===== src/rtl/adc_seq_pkg.sv =====
package adc_seq_pkg;
  localparam int unsigned ADC_DW = 16;

  typedef logic [ADC_DW-1:0] adc_word_t;

  typedef struct packed {
    logic      vld;
    logic      oor;
    adc_word_t dat;
  } adc_res_t;
endpackage


===== src/rtl/adc_start_filter.sv =====
module adc_start_filter #(
  parameter int unsigned MIN_PULSE = 4
) (
  input  logic clk_i,
  input  logic rst_ni,
  input  logic start_i,
  output logic accept_o
);
  localparam int unsigned CW = $clog2(MIN_PULSE + 1);
  localparam logic [CW-1:0] SAT = CW'(MIN_PULSE);
  localparam logic [CW-1:0] HIT = CW'(MIN_PULSE - 1);

  logic [CW-1:0] hi_q;

  // counts prior high cycles; saturates so a long level cannot retrigger
  always_ff @(posedge clk_i or negedge rst_ni) begin
    if (!rst_ni)          hi_q <= '0;
    else if (!start_i)    hi_q <= '0;
    else if (hi_q != SAT) hi_q <= hi_q + 1'b1;
  end

  assign accept_o = start_i && (hi_q == HIT);
endmodule


===== src/rtl/adc_conv_timer.sv =====
module adc_conv_timer #(
  parameter int unsigned CONV_CYCLES = 28
) (
  input  logic clk_i,
  input  logic rst_ni,
  input  logic accept_i,
  output logic busy_o,
  output logic done_o,
  output logic abort_o,
  output logic taint_o
);
  localparam int unsigned CW = (CONV_CYCLES > 1) ? $clog2(CONV_CYCLES) : 1;
  localparam logic [CW-1:0] LOAD = CW'(CONV_CYCLES - 1);

  logic          busy_q;
  logic          taint_q;
  logic [CW-1:0] cnt_q;

  assign done_o  = busy_q && (cnt_q == '0) && !accept_i;
  assign abort_o = busy_q && accept_i;

  always_ff @(posedge clk_i or negedge rst_ni) begin
    if (!rst_ni) begin
      busy_q  <= 1'b0;
      taint_q <= 1'b0;
      cnt_q   <= '0;
    end else if (accept_i) begin
      busy_q  <= 1'b1;
      cnt_q   <= LOAD;
      taint_q <= busy_q;  // a restart spoils the new result too
    end else if (done_o) begin
      busy_q  <= 1'b0;
    end else if (busy_q) begin
      cnt_q   <= cnt_q - 1'b1;
    end
  end

  assign busy_o  = busy_q;
  assign taint_o = taint_q;
endmodule


===== src/rtl/adc_result_pipe.sv =====
module adc_result_pipe
  import adc_seq_pkg::*;
#(
  parameter int unsigned DEPTH = 3
) (
  input  logic     clk_i,
  input  logic     rst_ni,
  input  logic     push_i,
  input  adc_res_t word_i,
  output adc_res_t word_o
);
  // DEPTH latency stages plus the output register
  adc_res_t stg_q [DEPTH+1];

  for (genvar g = 0; g <= DEPTH; g++) begin : g_stage
    if (g == 0) begin : g_head
      always_ff @(posedge clk_i or negedge rst_ni) begin
        if (!rst_ni)     stg_q[g] <= '0;
        else if (push_i) stg_q[g] <= word_i;
      end
    end else begin : g_body
      always_ff @(posedge clk_i or negedge rst_ni) begin
        if (!rst_ni)     stg_q[g] <= '0;
        else if (push_i) stg_q[g] <= stg_q[g-1];
      end
    end
  end

  assign word_o = stg_q[DEPTH];
endmodule


===== src/rtl/adc_out_format.sv =====
module adc_out_format
  import adc_seq_pkg::*;
(
  input  logic      clk_i,
  input  logic      rst_ni,
  input  logic      busy_i,
  input  logic      code_sel_i,
  input  logic      oe_n_i,
  input  adc_res_t  word_i,
  output adc_word_t data_o,
  output logic      msb_o,
  output logic      msb_n_o,
  output logic      ovf_o,
  output logic      data_valid_o,
  output logic      data_oe_o
);
  logic code_q;
  logic oe_n_q;

  // pin settings only move between conversions
  always_ff @(posedge clk_i or negedge rst_ni) begin
    if (!rst_ni) begin
      code_q <= 1'b1;
      oe_n_q <= 1'b1;
    end else if (!busy_i) begin
      code_q <= code_sel_i;
      oe_n_q <= oe_n_i;
    end
  end

  adc_word_t fmt;
  assign fmt          = code_q ? word_i.dat : ~word_i.dat;
  assign data_o       = fmt;
  assign msb_o        = fmt[ADC_DW-1];
  assign msb_n_o      = ~fmt[ADC_DW-1];
  assign ovf_o        = word_i.oor ^ ~code_q;
  assign data_valid_o = word_i.vld;
  assign data_oe_o    = ~oe_n_q;
endmodule


===== src/rtl/adc_seq_top.sv =====
module adc_seq_top
  import adc_seq_pkg::*;
#(
  parameter int unsigned MIN_PULSE   = 4,
  parameter int unsigned CONV_CYCLES = 28,
  parameter int unsigned PIPE_DEPTH  = 3
) (
  input  logic              clk_i,
  input  logic              rst_ni,
  input  logic              start_i,
  input  logic [ADC_DW-1:0] raw_data_i,
  input  logic              raw_oor_i,
  input  logic              code_sel_i,
  input  logic              oe_n_i,
  output logic              eoc_o,
  output logic [ADC_DW-1:0] data_o,
  output logic              msb_o,
  output logic              msb_n_o,
  output logic              ovf_o,
  output logic              data_valid_o,
  output logic              data_oe_o
);
  logic     accept;
  logic     busy;
  logic     done;
  logic     abort;
  logic     taint;
  logic     push;
  adc_res_t in_word;
  adc_res_t out_word;

  adc_start_filter #(.MIN_PULSE(MIN_PULSE)) u_filt (
    .clk_i   (clk_i),
    .rst_ni  (rst_ni),
    .start_i (start_i),
    .accept_o(accept)
  );

  adc_conv_timer #(.CONV_CYCLES(CONV_CYCLES)) u_tmr (
    .clk_i   (clk_i),
    .rst_ni  (rst_ni),
    .accept_i(accept),
    .busy_o  (busy),
    .done_o  (done),
    .abort_o (abort),
    .taint_o (taint)
  );

  // an aborted conversion still occupies one pipeline slot, marked invalid
  assign push = done || abort;
  always_comb begin
    if (abort) begin
      in_word = '0;
    end else begin
      in_word.vld = ~taint;
      in_word.oor = raw_oor_i;
      in_word.dat = raw_data_i;
    end
  end

  adc_result_pipe #(.DEPTH(PIPE_DEPTH)) u_pipe (
    .clk_i (clk_i),
    .rst_ni(rst_ni),
    .push_i(push),
    .word_i(in_word),
    .word_o(out_word)
  );

  adc_out_format u_fmt (
    .clk_i       (clk_i),
    .rst_ni      (rst_ni),
    .busy_i      (busy),
    .code_sel_i  (code_sel_i),
    .oe_n_i      (oe_n_i),
    .word_i      (out_word),
    .data_o      (data_o),
    .msb_o       (msb_o),
    .msb_n_o     (msb_n_o),
    .ovf_o       (ovf_o),
    .data_valid_o(data_valid_o),
    .data_oe_o   (data_oe_o)
  );

  assign eoc_o = busy;
endmodule


===== config.mk =====
export PLATFORM = sky130hd
export DESIGN_NAME = adc_seq_top
export DESIGN_NICKNAME = d
export VERILOG_FILES = /design/src/rtl/adc_seq_pkg.sv /design/src/rtl/adc_start_filter.sv /design/src/rtl/adc_conv_timer.sv /design/src/rtl/adc_result_pipe.sv /design/src/rtl/adc_out_format.sv /design/src/rtl/adc_seq_top.sv
export SDC_FILE = /design/constraint.sdc
export NUM_CORES = 1
export LEC_CHECK = 0
export BUFFER_PORTS_ARGS = -buffer_cell sky130_fd_sc_hd__buf_2
export CAP_MARGIN = 20
export CORE_MARGIN = 3
export CORE_UTILIZATION = 35
export DETAILED_ROUTE_END_ITERATION = 6
export HOLD_SLACK_MARGIN = 0.03
export PLACE_DENSITY = 0.52
export SETUP_SLACK_MARGIN = 0.1
export SLEW_MARGIN = 20
export SYNTH_ARGS = -nofsm -noshare
export SYNTH_HDL_FRONTEND = slang
export SYNTH_SLANG_ARGS = --single-unit
export TNS_END_PERCENT = 1

===== constraint.sdc =====
create_clock -name clk_i -period 2.59 [get_ports clk_i]
set_clock_uncertainty 0.05 [all_clocks]
set_input_delay 0.518 -clock clk_i [delete_from_list [all_inputs] [get_ports clk_i]]
set_output_delay 0.518 -clock clk_i [all_outputs]
set_load 0.02 [all_outputs]

# After elaboration in Yosys (flattened, before gate mapping)
# Index checks and enable logic that the tools add are counted.
[totals]
elab_cells = 49
regBits = 84
out_inout_bits = 22
[op_classes]
n_addsub = 2
bitwise_logic = 6
muxes = 9
n_reduce_logical = 10
eq_ne = 4
[ops]
columns = ["operator", "count"]
rows = [
  ["18-bit 2-to-1 mux", 1],
  ["16-bit 2-to-1 mux", 1],
  ["16-bit NOT", 1],
  ["5-bit 2-to-1 mux", 3],
  ["3-bit 2-to-1 mux", 2],
  ["5-bit logical NOT", 1],
  ["5-bit by 1-bit subtractor with 5-bit output (second input constant)", 1],
  ["1-bit logical AND", 4],
  ["2-bit by 1-bit != test with 1-bit output (second input constant)", 2],
  ["1-bit NOT", 4],
  ["2-bit nonzero test", 2],
  ["3-bit by 1-bit adder with 3-bit output (second input constant)", 1],
  ["3-bit by 2-bit == test with 1-bit output (second input constant)", 1],
  ["3-bit != test (second input constant)", 1],
  ["1-bit 2-to-1 mux", 2],
  ["2-bit AND reduction", 1],
  ["1-bit logical NOT", 1],
  ["1-bit logical OR", 1],
  ["1-bit bitwise XOR", 1],
]

# Depth between registers and ports, before layout
# Gate-level depths: netlist (run 1).
[depth]
ltp_word = 6
ltp_mapped = 7

# Modules after synthesis
# Synthesis (run 1) repeated with hierarchy kept, for this count alone.
[hier_totals]
hier_cells = 268
hier_area_um2 = 4106.4
[by_module_without_submodules]
columns = ["mod", "n_inst", "cells_per_inst", "seq_area_each_um2", "area_each_um2"]
rows = [
  ["adc_result_pipe", 1, 170, 1801.7, 3161.8],
  ["adc_conv_timer", 1, 33, 175.2, 346.6],
  ["adc_out_format", 1, 27, 52.6, 282.8],
  ["adc_start_filter", 1, 18, 75.1, 177.7],
  ["adc_seq_top", 1, 20, 0.0, 137.6],
]

# Least setup slack after synthesis (run 1)
# No wires, ideal clock.
[synth_timing]
kind = "reg2reg"
startpoint = "register u_filt.hi_q[0]"
endpoint = "register u_pipe.stg_q[36] (netlist bit)"
period_less_slack_ns = 1.972
t_arrival_ns = 1.797
required_time_ns = 2.415
path_stages_with_launch = 8
slack_ns = 0.618
path_cell_list = "dfrtp_1 > ha_1 > ha_1 > and2_0 > buf_2 > o21ai_4 > buf_6 > mux2_2"
[synth_via]
elab_chain_cells = 5
word_cells_on_any_way = 6
cone_classes = "1 x eq/ne; 5 x reduce/logical"
[synth_rtl]
columns = ["element", "line", "rtl"]
rows = [
  ["from (decl)", "adc_start_filter.sv:13", "logic [CW-1:0] hi_q;"],
  ["from (signal assigned)", "adc_start_filter.sv:19", "else if (hi_q != SAT) hi_q <= hi_q + 1'b1;"],
  ["3-bit by 2-bit == test with 1-bit output *", "adc_start_filter.sv:22", "assign accept_o = start_i && (hi_q == HIT);"],
  ["1-bit logical AND *", "adc_start_filter.sv:22", ""],
  ["1-bit logical NOT", "adc_conv_timer.sv:19", "assign done_o = busy_q && (cnt_q == '0) && !accept_i;"],
  ["1-bit logical AND", "adc_conv_timer.sv:19", ""],
  ["1-bit logical OR *", "adc_seq_top.sv:50", "assign push = done || abort;"],
  ["to (signal, indexed assignment)", "adc_result_pipe.sv:24", "else if (push_i) stg_q[g] <= stg_q[g-1];"],
  ["to (decl)", "adc_result_pipe.sv:13", "adc_res_t stg_q [DEPTH+1];"],
]
# Mark *: on every way between the ends. The rest lies on a longest branch, timed or not.
# A chain may end at the register's enable or synchronous reset.

# Worst setup path after layout (run 1)
[layout_timing]
startpoint = "register u_filt.hi_q[0]"
endpoint = "register u_pipe.stg_q[41] (netlist bit)"
# Same word-level chain as after synthesis.

==> results of run 1 <==
## Yosys cell counts (3+ instances only)
cell type / n
dfrtp_1: 82
buf_2: 5
xnor2_1: 18
ha_1: 4
a22o_1: 18
inv_1: 8
buf_6: 6
mux2_2: 52
buf_4: 3
nand2_1: 9
mux2_4: 4
## kinds of logic (layout without fill, tap and decap cells)
kind of cell,after synthesis,count (layout),synth area share
flip-flops,84,84,0.607
multiplexers,56,56,0.186
AND/OR/NAND/NOR,21,21,0.0379
buffers and inverters,22,70,0.0419
AO/OA/AOI/OAI,28,28,0.0668
adder cells (fa/ha/maj),4,4,0.0144
XOR/XNOR,18,18,0.0455
## critical path, stage by stage, from the launching register on
cell,delay (ps)
dfrtp_1,390
ha_1,210
ha_1,180
and2_0,230
o21ai_4,200
buf_12,330
mux2_2,380
## power by group
| part | switching, mW | leakage, nW | internal [mW] | total (mW) |
|---|---|---|---|---|
| sequential | 0.322 | 1.12 | 1.80 | 2.12 |
| clock | 0.441 | 0.109 | 0.565 | 1.01 |
| combinational | 0.895 | 0.764 | 0.876 | 1.77 |
| total | 1.66 | 1.99 | 3.24 | 4.90 |
## placed cells by master, fill, tap and decap left out
cell type / Yosys / layout
a211o_1: 1 / 1
a21boi_0: 2 / 2
a21oi_1: 2 / 2
a22o_1: 18 / 18
a31oi_1: 1 / 1
and2_0: 1 / 1
and2_1: 1 / 1
and3_1: 2 / 2
and4_1: 1 / 1
buf_12: 0 / 3
buf_2: 5 / 42
buf_4: 3 / 2
bufinv_16: 0 / 2
clkbuf_1: 0 / 1
clkbuf_8: 0 / 10
clkinv_2: 0 / 1
clkinv_4: 0 / 1
dfrtp_1: 82 / 82
dfstp_2: 2 / 2
ha_1: 4 / 4
inv_1: 8 / 8
mux2_2: 52 / 52
mux2_4: 4 / 4
nand2_1: 9 / 9
nand3_1: 1 / 1
nor2_1: 1 / 1
nor3_1: 1 / 1
nor4b_4: 1 / 1
o21ai_0: 2 / 2
o21ai_4: 1 / 1
o31ai_1: 1 / 1
or3_1: 1 / 1
or4b_1: 1 / 1
or4b_2: 1 / 1
xnor2_1: 18 / 18
## worst max path at each step
| stage | slack (ps) | start | to |
|---|---|---|---|
| final | 440 | u_filt.hi_q[0] | u_pipe.stg_q[41] |
| after detailed placement | 460 | u_filt.hi_q[0] | u_pipe.word_o[0] |
| after floorplan | 620 | u_filt.hi_q[0] | u_pipe.stg_q[36] |
| after global placement | 510 | u_filt.hi_q[0] | u_pipe.stg_q[49] |
| after CTS | 410 | u_fmt.code_q | data_o[15] |
| after global routing | 360 | u_fmt.code_q | data_o[15] |
## registers in the layout, indices dropped and copies added, names as in the netlist
| signal | cells |
|---|---|
| u_filt.hi_q | 3 |
| u_fmt.oe_n_q | 1 |
| u_fmt.code_q | 1 |
| u_pipe.word_o | 18 |
| u_pipe.stg_q | 54 |
| u_tmr.taint_o | 1 |
| u_tmr.busy_o | 1 |
| u_tmr.cnt_q | 5 |
## metal layers
| metal | part of all wire | vias to the layer above | global-route usage |
|---|---|---|---|
| met5 | 0 | - | 0 |
| met4 | 0.017 | 0 | 0.0527 |
| met3 | 0.041 | 10 | 0.0318 |
| met2 | 0.44 | 30 | 0.153 |
| met1 | 0.50 | 937 | 0.158 |
| li1 | - | 900 | - |
## area by class of cell
class	count	area, sq um	share of cell area
Inverter	8	30.0	0.00748
Clock inverter	4	73.8	0.0184
Tap cell	129	161	0.0402
Multi-Input combinational cell	127	1220	0.303
Clock buffer	11	141	0.0352
Sequential cell	84	2100	0.524
Timing Repair Buffer	47	285	0.0711
==> impl_metrics.tcl, run 1 <==
set metrics [dict create \
    required_ps 2770 \
    grt_max_degree 73 \
    reg2reg_from "u_filt.hi_q[0]" \
    numCtsBuffers 9 \
    num_rows 35 \
    coreArea_sq_um 9420 \
    vias 1877 \
    crit_fanout 72 \
    synthTopCellsByArea "dfrtp_1, mux2_2, a22o_1" \
    rsz0062_at_grt "false" \
    stdcell_count 410 \
    gp_congestion 0.743 \
    slew_headroom 0.614 \
    synth_top_area_share 0.592 \
    die_x_um 106 \
    hold-worst-slack_ps 119 \
    clkSlewWorstSetupHoldPaths_ps 80 \
    setup_viol 0 \
    irDropWorstVdd_mv 0.492 \
    max_freq_ghz 0.466 \
    post-place-ws_ps 462 \
    cts_sinks 84 \
    r2r-end "u_pipe.stg_q[41]" \
    postRouteAntennaNets 0 \
    firstDrtPassIters 4 \
    die_y_um 106 \
    hold_viol 0 \
    synthesis.nets 259 \
    synthesis.area_sq_um 3470 \
    hpwl_um 3490 \
    synth_cells 233 \
    cap_violations 0 \
    p_total_mw 4.90 \
    rr_worst_depth 6 \
    grt_overflow 0 \
    hold_buffers 0 \
    start_util 0.368 \
    post-route-util 0.426 \
    drc_errors 0 \
    synthFlopType "dfrtp_1" \
    boundaryPins 44 \
    via_per_inst 4.58 \
    cts_setup_buffers 0 \
    synth-edff-count 0 \
    postLayoutCellArea_sq_um 4010 \
    insertion_delay_ps 340 \
    placed_area_sq_um 3800 \
    path_class "flip-flop to flip-flop" \
    n_antenna_cell 0 \
    start_kind "flip-flop" \
    drive_gt1_frac 0.434 \
    async_reset_ff_frac 1.00 \
    cp.arrival_ps 2330 \
    fillCellCount 896 \
    io_buffers 43 \
    ff2ff_setup_slack_ps 440 \
    status "finished clean" \
    ctsResizeCount 0 \
    yosysWarnings 0 \
    finalNetCount 303 \
    synth_top_cell_by_area "dfrtp_1" \
    post-route-period-util 0.829 \
    finalSetupTns_ps 0 \
    die_area_sq_um 11100 \
    worst_pin_slew_ps 578 \
    cts_tree "done" \
    endpoint_kind "flip-flop" \
    ys_types 30 \
    routedWlPerCell_um 13.6 \
    antenna_found_initial 0 \
    synth_area_per_cell_sq_um 14.9 \
    htreeDepth 3 \
    track_usage 0.110 \
    dp.cells 395 \
    period_needed_ps 2150 \
    setup_slack_ps 443 \
    grt_pass1_vias 1909 \
    areaGrowthSynthToFinish_pct 15.8 \
    drt_iter0_drc 59 \
    routed_wl_um 5580 \
    synth-seq-cells 84 \
    grt_pass1_wl_um 9730 \
    clockBufferDepth 2 \
    clock-root-buffer "clkbuf_8" \
    p_leak_nw 1.99 \
    cellPowerDensity_nw_per_um2 1220 \
    slew_viol_final 0 \
    hold_class "input pin to asynchronous set/reset pin" \
    ys_seq_area_frac 0.607 \
]
(Power assumes the default switching activity.)
==> run 2, diff against run 1 <==
PLACE_DENSITY = 0.54   (was 0.52)
clock period = 1.79 ns   (was 2.59 ns; I/O delays follow)
==> run 2 against run 1 <==
Effect of this change: the run now ends with negative setup slack left; critical path type is now flip-flop to output port; clock-buffer cell count is 2 lower; critical endpoint is now data_o[6]; hold slack better by 48 ps; combinational power is 99% higher; sequential cell count stayed put; design area is 11% higher.
==> impl_metrics.tcl, run 2 (same netlist as run 1, synthesis figures left out) <==
set metrics [dict create \
    reg2reg_from "u_filt.hi_q[1]" \
    fillCellCount 849 \
    slew_headroom 0.741 \
    period_needed_ps 1960 \
    endpoint_kind "output port" \
    grt_pass1_vias 1968 \
    violations "negative setup slack" \
    hold_class "input pin to flip-flop" \
    gp_congestion 0.675 \
    firstDrtPassIters 4 \
    path_class "flip-flop to output port" \
    slew_viol_final 0 \
    r2r-end "u_pipe.stg_q[44]" \
    ff2ff_setup_slack_ps -90 \
    grt_overflow 0 \
    wl_met1_um 2970 \
    cts_sinks 84 \
    crit_chain "clkbuf_16, xnor2_2, buf_4" \
    stdcell_count 430 \
    routed_wl_um 6030 \
    n_antenna_cell 0 \
    coreArea_sq_um 9420 \
    numCtsBuffers 9 \
    clkSlewWorstSetupHoldPaths_ps 90 \
    dr_wl_met2_um 2700 \
    grt_max_degree 43 \
    cpMaxStageDelayCell "dfstp_4" \
    routed.top_layer "met4" \
    grt_pass1_wl_um 10200 \
    slowest_delay_ps 710 \
    start_util 0.368 \
    drt_iter0_drc 47 \
    setup_slack_ps -165 \
    clock-root-buffer "clkbuf_8" \
    cp.arrival_ps 1550 \
    cap_violations 0 \
    die_area_sq_um 11100 \
    cp_num_buf_inv 2 \
    hp-start "raw_data_i[12]" \
    required_ps 1380 \
    max_freq_ghz 0.511 \
    irDropWorstVdd_mv 0.692 \
    status "finished, violations left" \
    hpwl_um 3870 \
    largest_reg_flops 54 \
    post-route-util 0.471 \
    postRouteAntennaNets 0 \
    vias 1947 \
    crit_fanout 6 \
    top_register "u_pipe.stg_q" \
    boundaryPins 44 \
    insertion_delay_ps 350 \
    cellPowerDensity_nw_per_um2 1810 \
    track_usage 0.115 \
    drc_errors 0 \
    num_rows 35 \
    hold_viol 0 \
    clockBufferDepth 2 \
    finalNetCount 322 \
    io_buffers 43 \
    wl_met3_um 287 \
    cts_tree "done" \
    worst_pin_slew_ps 388 \
    p_leak_nw 2.20 \
    rr_worst_depth 6 \
    dp.cells 410 \
    setup_viol 64 \
    mostFrequentLayoutCell "dfrtp_1" \
    antenna_found_initial 0 \
    crit_family "flip-flops" \
    die_x_um 106 \
    post-route-period-util 1.09 \
    areaGrowthSynthToFinish_pct 28.0 \
    via_per_inst 4.53 \
    whs_path_depth 2 \
    drive_gt1_frac 0.538 \
    min_to "u_pipe.stg_q[66]" \
    rsz0062_at_grt "true" \
    start_kind "flip-flop" \
    routedWlPerCell_um 14.0 \
    die_y_um 106 \
    htreeDepth 3 \
    final_cell_mix "dfrtp_1, mux2_2, buf_4" \
]
[run 2: cell types whose count changed in the layout (fill, tap and decap cells not counted), sizes merged]
cell,change
buf,+17
inv,+3
clkinvlp,+2
bufinv,-1
clkbuf,-1
clkinv,-1
dlygate4sd3,+1
[run 2: stage by stage]
| step | worst slack [ps] | area (sq um) | power [mW] | setup TNS, ps | hold WS (ps) |
|---|---|---|---|---|---|
| detailed placement | -118 | 3950 | 5.94 | -5000 | 261 |
| CTS | -158 | 4280 | 7.68 | -4750 | 152 |
| finish | -165 | 4440 | 8.02 | -4560 | 167 |
| floorplan | -119 | 3500 | 5.03 | -5960 | 12.4 |
| global placement | -75.6 | 3950 | 5.87 | -3060 | 260 |
| global route | -227 | 4440 | 8.53 | -10110 | 145 |
[run 2: per-layer routing]
layer,vias up,global-route usage
met5,-,0
met4,0,0.0361
met3,7,0.0429
met2,32,0.164
met1,962,0.164
li1,946,-
[run 2: worst reg2reg max path: cells and delay by family, from the launching register on]
| kind | cells | cell delay (ps) |
|---|---|---|
| flip-flops | 1 | 390 |
| multiplexers | 1 | 370 |
| adder cells (fa/ha/maj) | 2 | 360 |
| buffers and inverters | 1 | 270 |
| AO/OA/AOI/OAI | 1 | 170 |
| AND/OR/NAND/NOR | 1 | 140 |
[run 2: worst max path at each step]
stage | start | end | slack, ps | cells after the start
finish | u_fmt.code_q | data_o[6] | -170 | 3
global route | u_fmt.code_q | data_o[6] | -230 | 3
CTS | u_fmt.code_q | data_o[5] | -160 | 3
detailed placement | u_filt.hi_q[0] | u_pipe.stg_q[27] | -120 | 6
global placement | u_filt.hi_q[1] | u_pipe.stg_q[21] | -80 | 6
floorplan | u_filt.hi_q[1] | u_pipe.stg_q[36] | -120 | 7
[run 2: power by group]
group	internal, mW	leakage (nW)	switching, mW
clock network	0.667	0.0984	0.735
registers	2.61	1.12	0.492
logic	1.99	0.985	1.52
[run 2: cell type report]
cell class / count / area (sq um) / area share
Timing Repair Buffer: 66 / 536 / 0.121
Clock inverter: 7 / 82.6 / 0.0186
Sequential cell: 84 / 2110 / 0.475
Multi-Input combinational cell: 127 / 1390 / 0.314
Inverter: 8 / 30.0 / 0.00677
Clock buffer: 9 / 124 / 0.0279
Tap cell: 129 / 161 / 0.0364
[run 2: what timing repair did]
action                                  4_1_cts  5_1_grt
gates cloned                                  0        1
buffers inserted                              2        0
gates resized for setup                      25       23
hold endpoints to repair                     25        0
endpoints found under the setup margin       91       93
hold buffers                                  1        0
pin swaps                                     2       24
